===== config.mk =====
export PLATFORM = sky130hd
export DESIGN_NAME = eeprom_twi_slave
export DESIGN_NICKNAME = d
export VERILOG_FILES = /design/src/rtl/twi_ee_pkg.sv /design/src/rtl/twi_bus_cond.sv /design/src/rtl/twi_sda_drv.sv /design/src/rtl/eeprom_twi_slave.sv
export SDC_FILE = /design/constraint.sdc
export NUM_CORES = 1
export LEC_CHECK = 0
export BUFFER_PORTS_ARGS = -buffer_cell sky130_fd_sc_hd__buf_2
export CAP_MARGIN = 10
export CORE_MARGIN = 4
export CORE_UTILIZATION = 35
export DETAILED_ROUTE_END_ITERATION = 8
export HOLD_SLACK_MARGIN = 0.08
export SETUP_SLACK_MARGIN = 0.4
export SYNTH_ARGS = -nofsm -noshare
export SYNTH_HDL_FRONTEND = slang
export SYNTH_SLANG_ARGS = --single-unit

===== constraint.sdc =====
create_clock -name clk -period 2.6 [get_ports clk]
set_clock_uncertainty 0.1 [all_clocks]
set_input_delay 0.13 -clock clk [delete_from_list [all_inputs] [get_ports clk]]
set_output_delay 0.13 -clock clk [all_outputs]
set_load 0.05 [all_outputs]

===== src/rtl/twi_ee_pkg.sv =====
package twi_ee_pkg;

    localparam logic [3:0] DEV_CODE = 4'b1010;
    localparam logic [2:0] DEV_SEL  = 3'b000;

    typedef enum logic [2:0] {
        ST_IDLE,
        ST_HDR,
        ST_AHI,
        ST_ALO,
        ST_WDAT,
        ST_RDAT
    } eng_state_t;

    typedef struct packed {
        logic start;
        logic stop;
        logic rise;
        logic fall;
    } bus_ev_t;

    function automatic logic hdr_match(input logic [7:0] b);
        return (b[7:4] == DEV_CODE) && (b[3:1] == DEV_SEL);
    endfunction

endpackage


===== src/rtl/twi_bus_cond.sv =====
module twi_bus_cond
    import twi_ee_pkg::*;
(
    input  logic    clk,
    input  logic    rst,
    input  logic    scl,
    input  logic    sda,
    output bus_ev_t ev
);
    logic scl_q;
    logic sda_q;

    always_ff @(posedge clk) begin
        if (rst) begin
            scl_q <= 1'b1;
            sda_q <= 1'b1;
        end else begin
            scl_q <= scl;
            sda_q <= sda;
        end
    end

    always_comb begin
        ev.start = scl_q & scl & sda_q & ~sda;
        ev.stop  = scl_q & scl & ~sda_q & sda;
        ev.rise  = scl & ~scl_q;
        ev.fall  = ~scl & scl_q;
    end
endmodule


===== src/rtl/twi_sda_drv.sv =====
module twi_sda_drv #(
    parameter int HOLD = 4
) (
    input  logic clk,
    input  logic rst,
    input  logic load,
    input  logic val,
    output logic oe
);
    localparam int CW = $clog2(HOLD + 1);

    logic          pending;
    logic          pend_v;
    logic [CW-1:0] cnt;

    always_ff @(posedge clk) begin
        if (rst) begin
            oe      <= 1'b0;
            pending <= 1'b0;
            pend_v  <= 1'b0;
            cnt     <= '0;
        end else if (load) begin
            pending <= 1'b1;
            pend_v  <= val;
            cnt     <= CW'(HOLD - 1);
        end else if (pending) begin
            if (cnt == '0) begin
                oe      <= pend_v;
                pending <= 1'b0;
            end else begin
                cnt <= cnt - 1'b1;
            end
        end
    end
endmodule


===== src/rtl/eeprom_twi_slave.sv =====
module eeprom_twi_slave
    import twi_ee_pkg::*;
#(
    parameter int ADDR_W = 12,
    parameter int PAGE_W = 5,
    parameter int HOLD   = 4
) (
    input  logic              clk,
    input  logic              rst,
    input  logic              scl_i,
    input  logic              sda_i,
    output logic              sda_oe,
    output logic [ADDR_W-1:0] mem_raddr,
    input  logic [7:0]        mem_rdata,
    input  logic              wr_busy,
    output logic              wr_en,
    output logic [ADDR_W-1:0] wr_addr,
    output logic [7:0]        wr_data,
    output logic              wr_commit
);
    localparam int HI_W = ADDR_W - 8;

    bus_ev_t           ev;
    eng_state_t        state;
    logic [3:0]        cnt;
    logic              ack_ph;
    logic              acked;
    logic              rd_req;
    logic              mack;
    logic              wrote;
    logic [7:0]        shreg;
    logic [7:0]        tx;
    logic [HI_W-1:0]   hi;
    logic [ADDR_W-1:0] ptr;
    logic              drv_load;
    logic              drv_val;
    logic              byte_ok;

    twi_bus_cond u_cond (
        .clk (clk),
        .rst (rst),
        .scl (scl_i),
        .sda (sda_i),
        .ev  (ev)
    );

    twi_sda_drv #(.HOLD(HOLD)) u_drv (
        .clk  (clk),
        .rst  (rst),
        .load (drv_load),
        .val  (drv_val),
        .oe   (sda_oe)
    );

    assign mem_raddr = ptr;

    // acknowledge decision for the byte just completed
    always_comb begin
        case (state)
            ST_HDR:  byte_ok = hdr_match(shreg) && !wr_busy;
            ST_AHI:  byte_ok = (shreg[7:HI_W] == '0) && !wr_busy;
            ST_ALO:  byte_ok = !wr_busy;
            ST_WDAT: byte_ok = !wr_busy;
            default: byte_ok = 1'b0;
        endcase
    end

    always_ff @(posedge clk) begin
        if (rst) begin
            state     <= ST_IDLE;
            cnt       <= '0;
            ack_ph    <= 1'b0;
            acked     <= 1'b0;
            rd_req    <= 1'b0;
            mack      <= 1'b0;
            wrote     <= 1'b0;
            shreg     <= '0;
            tx        <= '0;
            hi        <= '0;
            ptr       <= '0;
            drv_load  <= 1'b0;
            drv_val   <= 1'b0;
            wr_en     <= 1'b0;
            wr_addr   <= '0;
            wr_data   <= '0;
            wr_commit <= 1'b0;
        end else begin
            wr_en     <= 1'b0;
            wr_commit <= 1'b0;
            drv_load  <= 1'b0;
            if (ev.stop) begin
                state     <= ST_IDLE;
                cnt       <= '0;
                ack_ph    <= 1'b0;
                drv_load  <= 1'b1;
                drv_val   <= 1'b0;
                wr_commit <= wrote;
                wrote     <= 1'b0;
            end else if (ev.start) begin
                state    <= ST_HDR;
                cnt      <= '0;
                ack_ph   <= 1'b0;
                drv_load <= 1'b1;
                drv_val  <= 1'b0;
                wrote    <= 1'b0;
            end else if (state != ST_IDLE) begin
                if (ev.rise) begin
                    if (ack_ph) begin
                        mack <= ~sda_i;
                    end else if (cnt < 4'd8) begin
                        shreg <= {shreg[6:0], sda_i};
                        cnt   <= cnt + 1'b1;
                    end
                end else if (ev.fall) begin
                    if (!ack_ph && cnt == 4'd8) begin
                        // end of eighth bit: enter acknowledge clock
                        ack_ph   <= 1'b1;
                        drv_load <= 1'b1;
                        if (state == ST_RDAT) begin
                            drv_val <= 1'b0;
                            acked   <= 1'b1;
                            mack    <= 1'b0;
                            ptr     <= ptr + 1'b1;
                        end else begin
                            drv_val <= byte_ok;
                            acked   <= byte_ok;
                        end
                        if (state == ST_HDR) rd_req <= shreg[0];
                        if (state == ST_AHI) hi <= shreg[HI_W-1:0];
                        if (state == ST_ALO && byte_ok) ptr <= {hi, shreg};
                        if (state == ST_WDAT && byte_ok) begin
                            wr_en   <= 1'b1;
                            wr_addr <= ptr;
                            wr_data <= shreg;
                            wrote   <= 1'b1;
                            ptr     <= {ptr[ADDR_W-1:PAGE_W], ptr[PAGE_W-1:0] + 1'b1};
                        end
                    end else if (ack_ph) begin
                        // end of acknowledge clock
                        ack_ph   <= 1'b0;
                        cnt      <= '0;
                        drv_load <= 1'b1;
                        drv_val  <= 1'b0;
                        if (!acked) begin
                            state <= ST_IDLE;
                        end else begin
                            case (state)
                                ST_HDR: begin
                                    if (rd_req) begin
                                        state   <= ST_RDAT;
                                        tx      <= mem_rdata;
                                        drv_val <= ~mem_rdata[7];
                                    end else begin
                                        state <= ST_AHI;
                                    end
                                end
                                ST_AHI:  state <= ST_ALO;
                                ST_ALO:  state <= ST_WDAT;
                                ST_RDAT: begin
                                    if (mack) begin
                                        tx      <= mem_rdata;
                                        drv_val <= ~mem_rdata[7];
                                    end else begin
                                        state <= ST_IDLE;
                                    end
                                end
                                default: state <= state;
                            endcase
                        end
                    end else if (state == ST_RDAT && cnt != 4'd0) begin
                        drv_load <= 1'b1;
                        drv_val  <= ~tx[6];
                        tx       <= {tx[6:0], 1'b0};
                    end
                end
            end
        end
    end
endmodule


Word level (Yosys, flattened, before mapping)
Cells that the tools add are included.

word-level totals
  register bits = 75
  word-level logic and storage cells = 182

cells by class
  add/sub/neg operators = 4
  order comparisons = 1
  equality and inequality tests = 22
  muxes and demuxes = 56
  bitwise logic cells = 23
  reductions and logical operators = 50

operators with widths
  operator                 number
  $reduce_and A7 Y1        7
  $mux W7                  5
  $mux W1                  32
  $mux W12                 2
  $mux W4                  6
  $reduce_bool A2 Y1       10
  $reduce_and A6 Y1        3
  $not A1 Y1               16
  $pmux W7 S2              1
  $add A12 B1 Y12 const B  1
  $pmux W3 S4              1
  $reduce_and A11 Y1       1
  $mux W3                  3
  $ne A3 B3 Y1 const B     3
  $reduce_bool A3 Y1       3
  $eq A4 B4 Y1 const B     2
  $ne A2 B1 Y1 const B     4
  $ne A2 B2 Y1 const B     4
  $reduce_and A8 Y1        1
  $reduce_or A2 Y1         4
  $and A1 B1 Y1            7
  $logic_and A1 B1 Y1      7
  $reduce_or A7 Y1         1
  $eq A3 B2 Y1 const B     2
  other kinds (23)         30

Depth between registers and ports, before layout
Gate-level depths: netlist of the first run.

  depth in word-level cells = 10
  mapped depth = 8
  mapped depth without buffers = 6

By module
A second synthesis of the first run with hierarchy kept.

second synthesis, totals
  cells, all modules = 448
  area total of the unflattened synthesis = 3885.0 um2

modules (own cells, without submodules)
  module            times used  cells an instance  area each (um2)  sequential area each (um2)
  eeprom_twi_slave  1           411                3497.1           1341.3
  twi_sda_drv       1           29                 302.8            120.1
  twi_bus_cond      1           8                  85.1             40.0

Worst setup path after synthesis of the first run
Ideal clock, no wire load.

  kind = reg-to-reg
  start point = register ptr[0] (netlist: mem_raddr[0])
  end point = register ptr[10] (netlist: mem_raddr[10])
  arrival = 1915 ps
  slack = 493 ps
  stages on the path, launching flop included = 6
  period minus slack after synthesis = 2107 ps
  cell sequence = dfxtp_1 ha_1 nand3_1 or3_1 o31a_1 o32ai_1

between the ends
  cells in the longest elaborated chain, start to end = 3

ends and longest elaborated chain
  element                 line                     source
  from (decl)             eeprom_twi_slave.sv:34   logic [ADDR_W-1:0] ptr;
  from (signal assigned)  eeprom_twi_slave.sv:123  ptr <= ptr + 1'b1;
  from (signal assigned)  eeprom_twi_slave.sv:130  if (state == ST_ALO && byte_ok) ptr <= {hi, shreg};
  from (signal assigned)  eeprom_twi_slave.sv:136  ptr <= {ptr[ADDR_W-1:PAGE_W], ptr[PAGE_W-1:0] + 1'b1};
  $add A12 B1 Y12         eeprom_twi_slave.sv:123
  $mux W12                eeprom_twi_slave.sv:119  if (state == ST_RDAT) begin
  $mux W12                eeprom_twi_slave.sv:130

Every way passes these cells. The select of a mux whose other input is x is not followed.
A chain may end at the register's enable or synchronous reset.

Worst setup path in the final report of the first run
  start point = register cnt[0]
  end point = register ptr[0] (netlist: mem_raddr[0])

between the ends
  cells in the longest elaborated chain, start to end = 3

ends and longest elaborated chain
  element                      line                     source
  from (decl)                  eeprom_twi_slave.sv:25   logic [3:0] cnt;
  from (signal assigned)       eeprom_twi_slave.sv:112  cnt <= cnt + 1'b1;
  $eq A4 B4 Y1                 eeprom_twi_slave.sv:115  if (!ack_ph && cnt == 4'd8) begin
  $logic_and A1 B1 Y1          eeprom_twi_slave.sv:115
  $reduce_and A7 Y1 (no line)  -

Every way passes these cells.

==> results of run 1 <==
-- flip-flops by register name (all words and copies together) (netlist names), 3 cells and up --
signal / count
hi: 4
u_drv.cnt: 3
state: 3
tx: 7
wr_data: 8
wr_addr: 12
cnt: 4
mem_raddr: 12
shreg: 8
-- final cells by class --
type	count	share of cell area [%]
clock buffer	10	5.08
timing repair buffer	69	8.73
tap	140	3.73
inverter	16	1.28
sequential	75	31.9
clock inverter	5	0.798
multi-input combinational	336	48.5
-- synthesized netlist by cell type, drive strengths merged (4+ instances only) --
cell     instances  area, sq um
a2111oi          5         56.3
a211oi           6         57.6
a21oi           41          205
a31oi           10         62.6
buf             17         90.1
clkbuf          16         60.1
dfxtp           75         1500
ha               8          100
inv             16         60.1
mux2             7         78.8
mux2i           16          160
nand2           24         90.1
nand2b           5         31.3
nand3           27          135
nand4            7         43.8
nor2            32          123
nor2b            4         25.0
nor3            17         90.1
nor3b            8         60.1
nor4            11         68.8
o21ai           33          169
o311ai           4         35.0
o31a             4         35.0
o31ai            9         67.6
o32ai            7         68.8
or4              4         30.0
-- stage by stage --
| step | setup slack, ns | cell area [sq um] | util [%] | hold slack [ns] |
|---|---|---|---|---|
| 2_1_floorplan | 0.493 | 3930 | - | 0.139 |
| 3_3_place_gp | 0.482 | 4300 | 39.3 | 0.278 |
| 3_5_place_dp | 0.404 | 4300 | 39.3 | 0.302 |
| 4_1_cts | 0.407 | 4620 | 42.3 | 0.0889 |
| 5_1_grt | 0.378 | 4700 | 43.0 | 0.114 |
| 6_report | 0.501 | 4700 | 43.0 | 0.0968 |
-- critical path, delay by kind of cell (launching register included) --
family / cells / cell delay, ns
simple gates: 2 / 0.89
fa+ha+maj: 1 / 0.22
flops: 1 / 0.33
compound gates: 2 / 0.39
buf+inv: 1 / 0.08
-- power groups by stage --
stage	Clock, mW	Sequential [mW]	Combinational (mW)
finish	1.16	1.17	0.140
global route	1.23	1.17	0.153
CTS	1.20	1.16	0.132
detailed placement	0	1.19	0.125
global placement	0	1.19	0.124
floorplan	0	1.18	0.0916
-- routing by layer --
metal | track usage [%] | wire length [um]
met1 | 23.4 | 5220
met2 | 26.2 | 5040
met3 | 4.08 | 496
met4 | 4.99 | 155
met5 | 0 | 0
-- how the worst max path moves through the flow --
stage,startpoint,slack (ns),to,cells after the start
after floorplan,mem_raddr[0]$_SDFFE_PP0P_,0.49,mem_raddr[10]$_SDFFE_PP0P_,5
after global placement,cnt[0]$_SDFFE_PP0P_,0.48,mem_raddr[9]$_SDFFE_PP0P_,6
after detailed placement,state[2]$_SDFFE_PP0P_,0.40,tx[3]$_SDFFE_PP0P_,4
after CTS,cnt[0]$_SDFFE_PP0P_,0.41,mem_raddr[10]$_SDFFE_PP0P_,6
after global routing,state[2]$_SDFFE_PP0P_,0.38,tx[5]$_SDFFE_PP0P_,4
final,cnt[0]$_SDFFE_PP0P_,0.50,mem_raddr[0]$_SDFFE_PP0P_,6
-- cells by family after synthesis --
| group | count (synthesis) | share of synthesized area (%) |
|---|---|---|
| AO/OA/AOI/OAI | 143 | 24.8 |
| XOR/XNOR | 4 | 1.08 |
| adder cells (fa/ha/maj) | 8 | 2.55 |
| buffers and inverters | 49 | 5.35 |
| flip-flops | 75 | 38.2 |
| multiplexers | 23 | 6.08 |
| AND/OR/NAND/NOR | 158 | 22.0 |
-- timing repair --
action	CTS	global route
buffers inserted	0	4
hold buffers	4	0
endpoints found under the hold margin	6	0
setup endpoints to repair	1	39
gates resized for setup	1	9
pin swaps	0	3
==> summary.txt, run 1 <==
Floorplan
  • Initial Utilization: between 30% and 40%
  • FP Rows: 38
  • Die area: roughly 13,000 sq um
  • Die Wd: roughly 110 um
  • Core area: around 11,000 sq um
  • Chip height: roughly 110 um
  • IO Pins: 48

Pwr
  • Int Power: 1.87 mW
  • P_sw: ~0.60 mW
  • Clock share of power: 47.1%
  • Peak supply drop: about 370 uV
  • Switching share of total power: around a quarter
  • Comb pwr share: 5.7%
  • Flop pwr share: about 47%
  • Cell Pwr Density: about 530 nW/um^2
  • Overall power: between 2 and 2.5 mW
  • Leak pwr: approximately 1.6 nW

Global routing
  • Vias in the first global route: roughly 3,500
  • Overflow after GRT: 0
  • First-pass GRT wire length: 17,700 um
  • Pin count of the biggest net entering global routing: 40
  • GR Util All Layers: around 17%
  • Initial antenna violation count: 0

Critical path
  • Crit Reg-Reg Endpoint: mem_raddr[0]$_SDFFE_PP0P_
  • Max incr delay on CP: 0.51 ns
  • Cell chain of the critical path: inv_1 -> ha_1 -> and4bb_4 -> o2111ai_2 -> or4_1 -> a31oi_1
  • Register-to-Register Setup Slack: 0.50 ns
  • Kind of critical path: reg -> reg
  • Critical R2R Launch: cnt[0]$_SDFFE_PP0P_
  • Startpoint Class: register
  • Reg2Reg Depth: 6
  • CP endpoint kind: register
  • Crit-path slowest cell: or4_1
  • CP max FO: 12
  • Worst Path Arrival: around 2.3 ns
  • Worst path required time: 2.76 ns

STA
  • Slew headroom: a little over half
  • RSZ-0062 raised after global routing: yes
  • Setup tns final: 0 ns
  • Fin crit share: between 80% and 90%
  • Final setup violating endpoints: 0
  • Slew Limit Fails: 0
  • Worst-Margin Slew: between 0.6 and 0.7 ns
  • Period minus WS final: 2.10 ns
  • Final hold vios: 0
  • Highest clock rate: roughly 0.48 GHz

Detailed routing
  • TritonRoute pass-1 iters: 5
  • DRT iter0 DRCs: around 380
  • Vias per inst: 5.82
  • Post-DRT Antenna Nets: 0
  • Drt drc: 0
  • Routed via count: 3,792
  • Routed WL: roughly 11,000 um
  • Wirelength per Cell: 16.8 um

Clock tree
  • # H-tree levels: 3
  • Clk sink count: 75
  • CTS tree: yes
  • Clk_lat worst skew: between 0.3 and 0.4 ns
  • Root Driver: clkbuf_16
  • CTS Buf Count: 9
  • Clock slew at reported path FFs: about 0.06 ns
  • Clock Path Buffers: 2

Synth
  • Synth cell types: 73
  • Fraction of registers with async set/reset: 0%
  • Post-synthesis register bit count: 75
  • Post-Syn Nets: 481
  • Syn Inst Count: 460
  • Syn Area/Cell: 8.55 sq um
  • Seq/Total Area, Yosys: 38.2%
  • Area of the mapped netlist: 3930 sq um
  • Yosys warnings: 0
  • Main synth FF type: dfxtp_1
  • Number of synthesized flops with an enable pin: 0

Placed design
  • GPL Wtd Cong: 0.844
  • Placed Cells: 628
  • DP HPWL: approximately 7400 um
  • Port Buffers: 47

Cells and area
  • # diodes: 0
  • Filler cells: 1,118
  • Commonest non-fill, non-tap cells in the layout: dfxtp_1 (75), buf_2 (47), a21oi_1 (41), nor2_1 (31), nand3_1 (27)
  • Nets: about 530
  • Most common cell after layout, fill and taps aside: dfxtp_1
  • Synth-to-Final Area Change: 19.6%
  • Final std cells w/o fill: roughly 650
  • Layout cells sized above 1: a little over a fifth
  • Seq. cell area: 1500 sq um
  • Multi-input logic area: around 2300 sq um

Outcome
  • Status: finished clean

Worst hold path
  • Hold Path Depth: 4
  • Hold Crit Start: mem_rdata[6]
  • Worst hold endpoint: tx[6]$_SDFFE_PP0P_
  • Hold crit path type: in -> reg

Job
  • Max Cap Viol: 0
Power figures use the tool's default switching activity.
==> run 2, diff against run 1 <==
clock period = 1.8 ns   (was 2.6 ns; I/O delays follow)
==> run 2 against run 1 <==
Compared with the run above:
- the flow now finishes with violations (negative setup slack)
- power grew 53%
- setup slack lost 0.54 ns
- sequential share of layout area fell by 6.9 points
- largest cell class unchanged
- fmax is 14% higher
- critical path type unchanged
- register-to-register slack lost 0.54 ns
==> summary.txt, run 2 (same netlist as run 1, synthesis figures left out) <==
Critical path
  • Register-to-Register Setup Slack: -0.04 ns (-0.54 ns)
  • CP endpoint kind: register
  • Critical R2R Launch: u_cond.scl_q$_SDFF_PP1_
  • CP max FO: 8 (-4)
  • Crit-path slowest cell: or3b_4
  • Startpoint Class: register
  • Cell chain of the critical path: inv_2 -> ha_4 -> or3b_4 -> a211oi_4 -> buf_12 -> mux2i_1 -> nor2_1
  • Reg2Reg Depth: 7 (+1)
  • Kind of critical path: reg -> reg
  • Crit Reg-Reg Endpoint: shreg[4]$_SDFFE_PP0P_
  • Max incr delay on CP: 0.40 ns (-0.11 ns)
  • Worst path required time: 1.93 ns (-0.83 ns)
  • Worst Path Arrival: 1.96 ns (-0.30 ns)

Job
  • Max Cap Viol: 0 (unchanged)

Detailed routing
  • Wirelength per Cell: 18.1 um (+8.1%)
  • DRT iter0 DRCs: 320 (-15%)
  • Routed WL: 13,300 um (+22%)
  • TritonRoute pass-1 iters: 5 (unchanged)
  • Routed via count: 4,264 (+12%)
  • Vias per inst: 5.80 (-0.40%)
  • Drt drc: 0 (unchanged)
  • Post-DRT Antenna Nets: 0 (unchanged)

Clock tree
  • Root Driver: clkbuf_16
  • Clk_lat worst skew: 0.35 ns (about the same)
  • Clk sink count: 75 (unchanged)
  • Clock slew at reported path FFs: 0.06 ns (about the same)
  • Clock Path Buffers: 2 (unchanged)
  • CTS Buf Count: 9 (unchanged)
  • CTS tree: yes
  • # H-tree levels: 3 (unchanged)

Placed design
  • GPL Wtd Cong: 0.832 (-1.4%)
  • Port Buffers: 47 (unchanged)
  • DP HPWL: 8330 um (+12%)

Floorplan
  • FP Rows: 38 (unchanged)
  • Core area: 10,900 sq um (unchanged)
  • Chip height: 114 um (unchanged)
  • IO Pins: 48 (unchanged)
  • Die Wd: 114 um (unchanged)
  • Die area: 13,000 sq um (unchanged)
  • Initial Utilization: 36.0% (unchanged)

Cells and area
  • # diodes: 0 (unchanged)
  • Layout cells sized above 1: 50.6% (+29 points)
  • Synth-to-Final Area Change: 58.2%
  • Commonest non-fill, non-tap cells in the layout: buf_4 (73), dfxtp_1 (56), buf_2 (47), a21oi_1 (29), nor2_1 (25)
  • Most common cell after layout, fill and taps aside: buf_4
  • Filler cells: 908 (-19%)
  • Nets: 611 (+16%)
  • Core Util, Final: 56.9% (+14 points)

STA
  • Slew Limit Fails: 0 (unchanged)
  • Fin crit share: 102% (+21 points)
  • Period minus WS final: 1.84 ns (-0.261 ns)
  • RSZ-0062 raised after global routing: yes
  • Final WS setup: -0.0384 ns (-0.539 ns)
  • Slew headroom: 64.4% (+11 points)
  • Final hold vios: 0 (unchanged)
  • Highest clock rate: 0.544 GHz (+14%)
  • Setup tns final: -0.347 ns (-0.347 ns)
  • Worst-Margin Slew: 0.534 ns (-0.157 ns)
  • Final setup violating endpoints: 15 (+15)

Global routing
  • Pin count of the biggest net entering global routing: 33 (-18%)
  • Overflow after GRT: 0 (unchanged)
  • GR Util All Layers: 20.1% (+3.2 points)
  • Initial antenna violation count: 0 (unchanged)
  • First-pass GRT wire length: 21,200 um (+20%)
  • Vias in the first global route: 4,190 (+20%)

Worst hold path
  • Hold crit path type: in -> reg
  • Hold Path Depth: 3 (-1)
  • Worst hold endpoint: shreg[0]$_SDFFE_PP0P_
  • Hold Crit Start: sda_i

Pwr
  • Cell Pwr Density: 607 nW/um^2 (+16%)
  • Overall power: 3.77 mW (+53%)
  • Peak supply drop: 460 uV (+24%)
  • Leak pwr: 2.22 nW (+36%)

Outcome
  • Status: finished with violations
  • Failing checks: negative setup slack
[run 2: cell types whose count changed in the layout (fill, tap and decap cells not counted), sizes merged]
| cell | previous run | this run |
|---|---|---|
| inv | 17 | 21 |
| dlygate4sd3 | 4 | 7 |
| clkinvlp | 2 | 1 |
| buf | 65 | 145 |
| clkinv | 2 | 1 |
| clkbuf | 10 | 9 |
[run 2: worst max-delay path by stage]
stage,startpoint,to,depth (start not counted),slack (ns)
global route,u_cond.scl_q$_SDFF_PP1_,shreg[2]$_SDFFE_PP0P_,7,-0.11
finish,u_cond.scl_q$_SDFF_PP1_,shreg[4]$_SDFFE_PP0P_,7,-0.04
detailed placement,state[0]$_SDFFE_PP0P_,state[2]$_SDFFE_PP0P_,5,-0.07
floorplan,u_cond.scl_q$_SDFF_PP1_,shreg[0]$_SDFFE_PP0P_,7,-0.07
CTS,u_cond.scl_q$_SDFF_PP1_,shreg[5]$_SDFFE_PP0P_,7,-0.02
global placement,cnt[0]$_SDFFE_PP0P_,mem_raddr[1]$_SDFFE_PP0P_,7,-0.04
[run 2: repair_timing]
action	CTS	global route
cloned	2	0
resized for setup	90	64
hold buffers	7	0
endpoints found under the setup margin	69	70
pin swaps	33	37
hold endpoints to repair	7	0
setup buffers	28	8
[run 2: power by group]
group	switching [mW]	internal [mW]
Sequential	0.0191	1.65
Clock	0.781	0.956
Combinational	0.205	0.159
Total	1.00	2.77
[run 2: final cells by class]
cell class	count	area [sq um]	area share, %
timing repair buffer	152	1180	19.0
multi-input combinational	336	2970	47.7
clock inverter	7	56.3	0.905
inverter	16	60.1	0.966
clock buffer	9	225	3.62
tap	140	175	2.82
sequential	75	1560	25.0
[run 2: metal layers]
layer | global-route usage [%] | up-vias | part of all wire [%]
met5 | 0 | - | 0
met4 | 8.00 | 0 | 2.9
met3 | 3.87 | 31 | 4.7
met2 | 32.6 | 127 | 49
met1 | 26.3 | 2100 | 44
li1 | - | 2006 | -
[run 2: critical path, delay by kind of cell, from the launching register on]
kind                     cells  cell delay [ns]
buffers and inverters        2             0.24
multiplexers                 1             0.18
adder cells (fa/ha/maj)      1             0.14
flip-flops                   1             0.36
AO/OA/AOI/OAI                1             0.25
AND/OR/NAND/NOR              2             0.46
[run 2: metrics by stage]
step           setup WS, ns  area (sq um)  hold WS, ns  cells
5_1_grt              -0.112          6220       0.0922    735
4_1_cts             -0.0174          5870       0.0825    727
2_1_floorplan       -0.0749          4220       0.0987    460
3_5_place_dp        -0.0686          4870        0.255    674
3_3_place_gp        -0.0426          4870        0.248    674
6_report            -0.0384          6220       0.0789    735
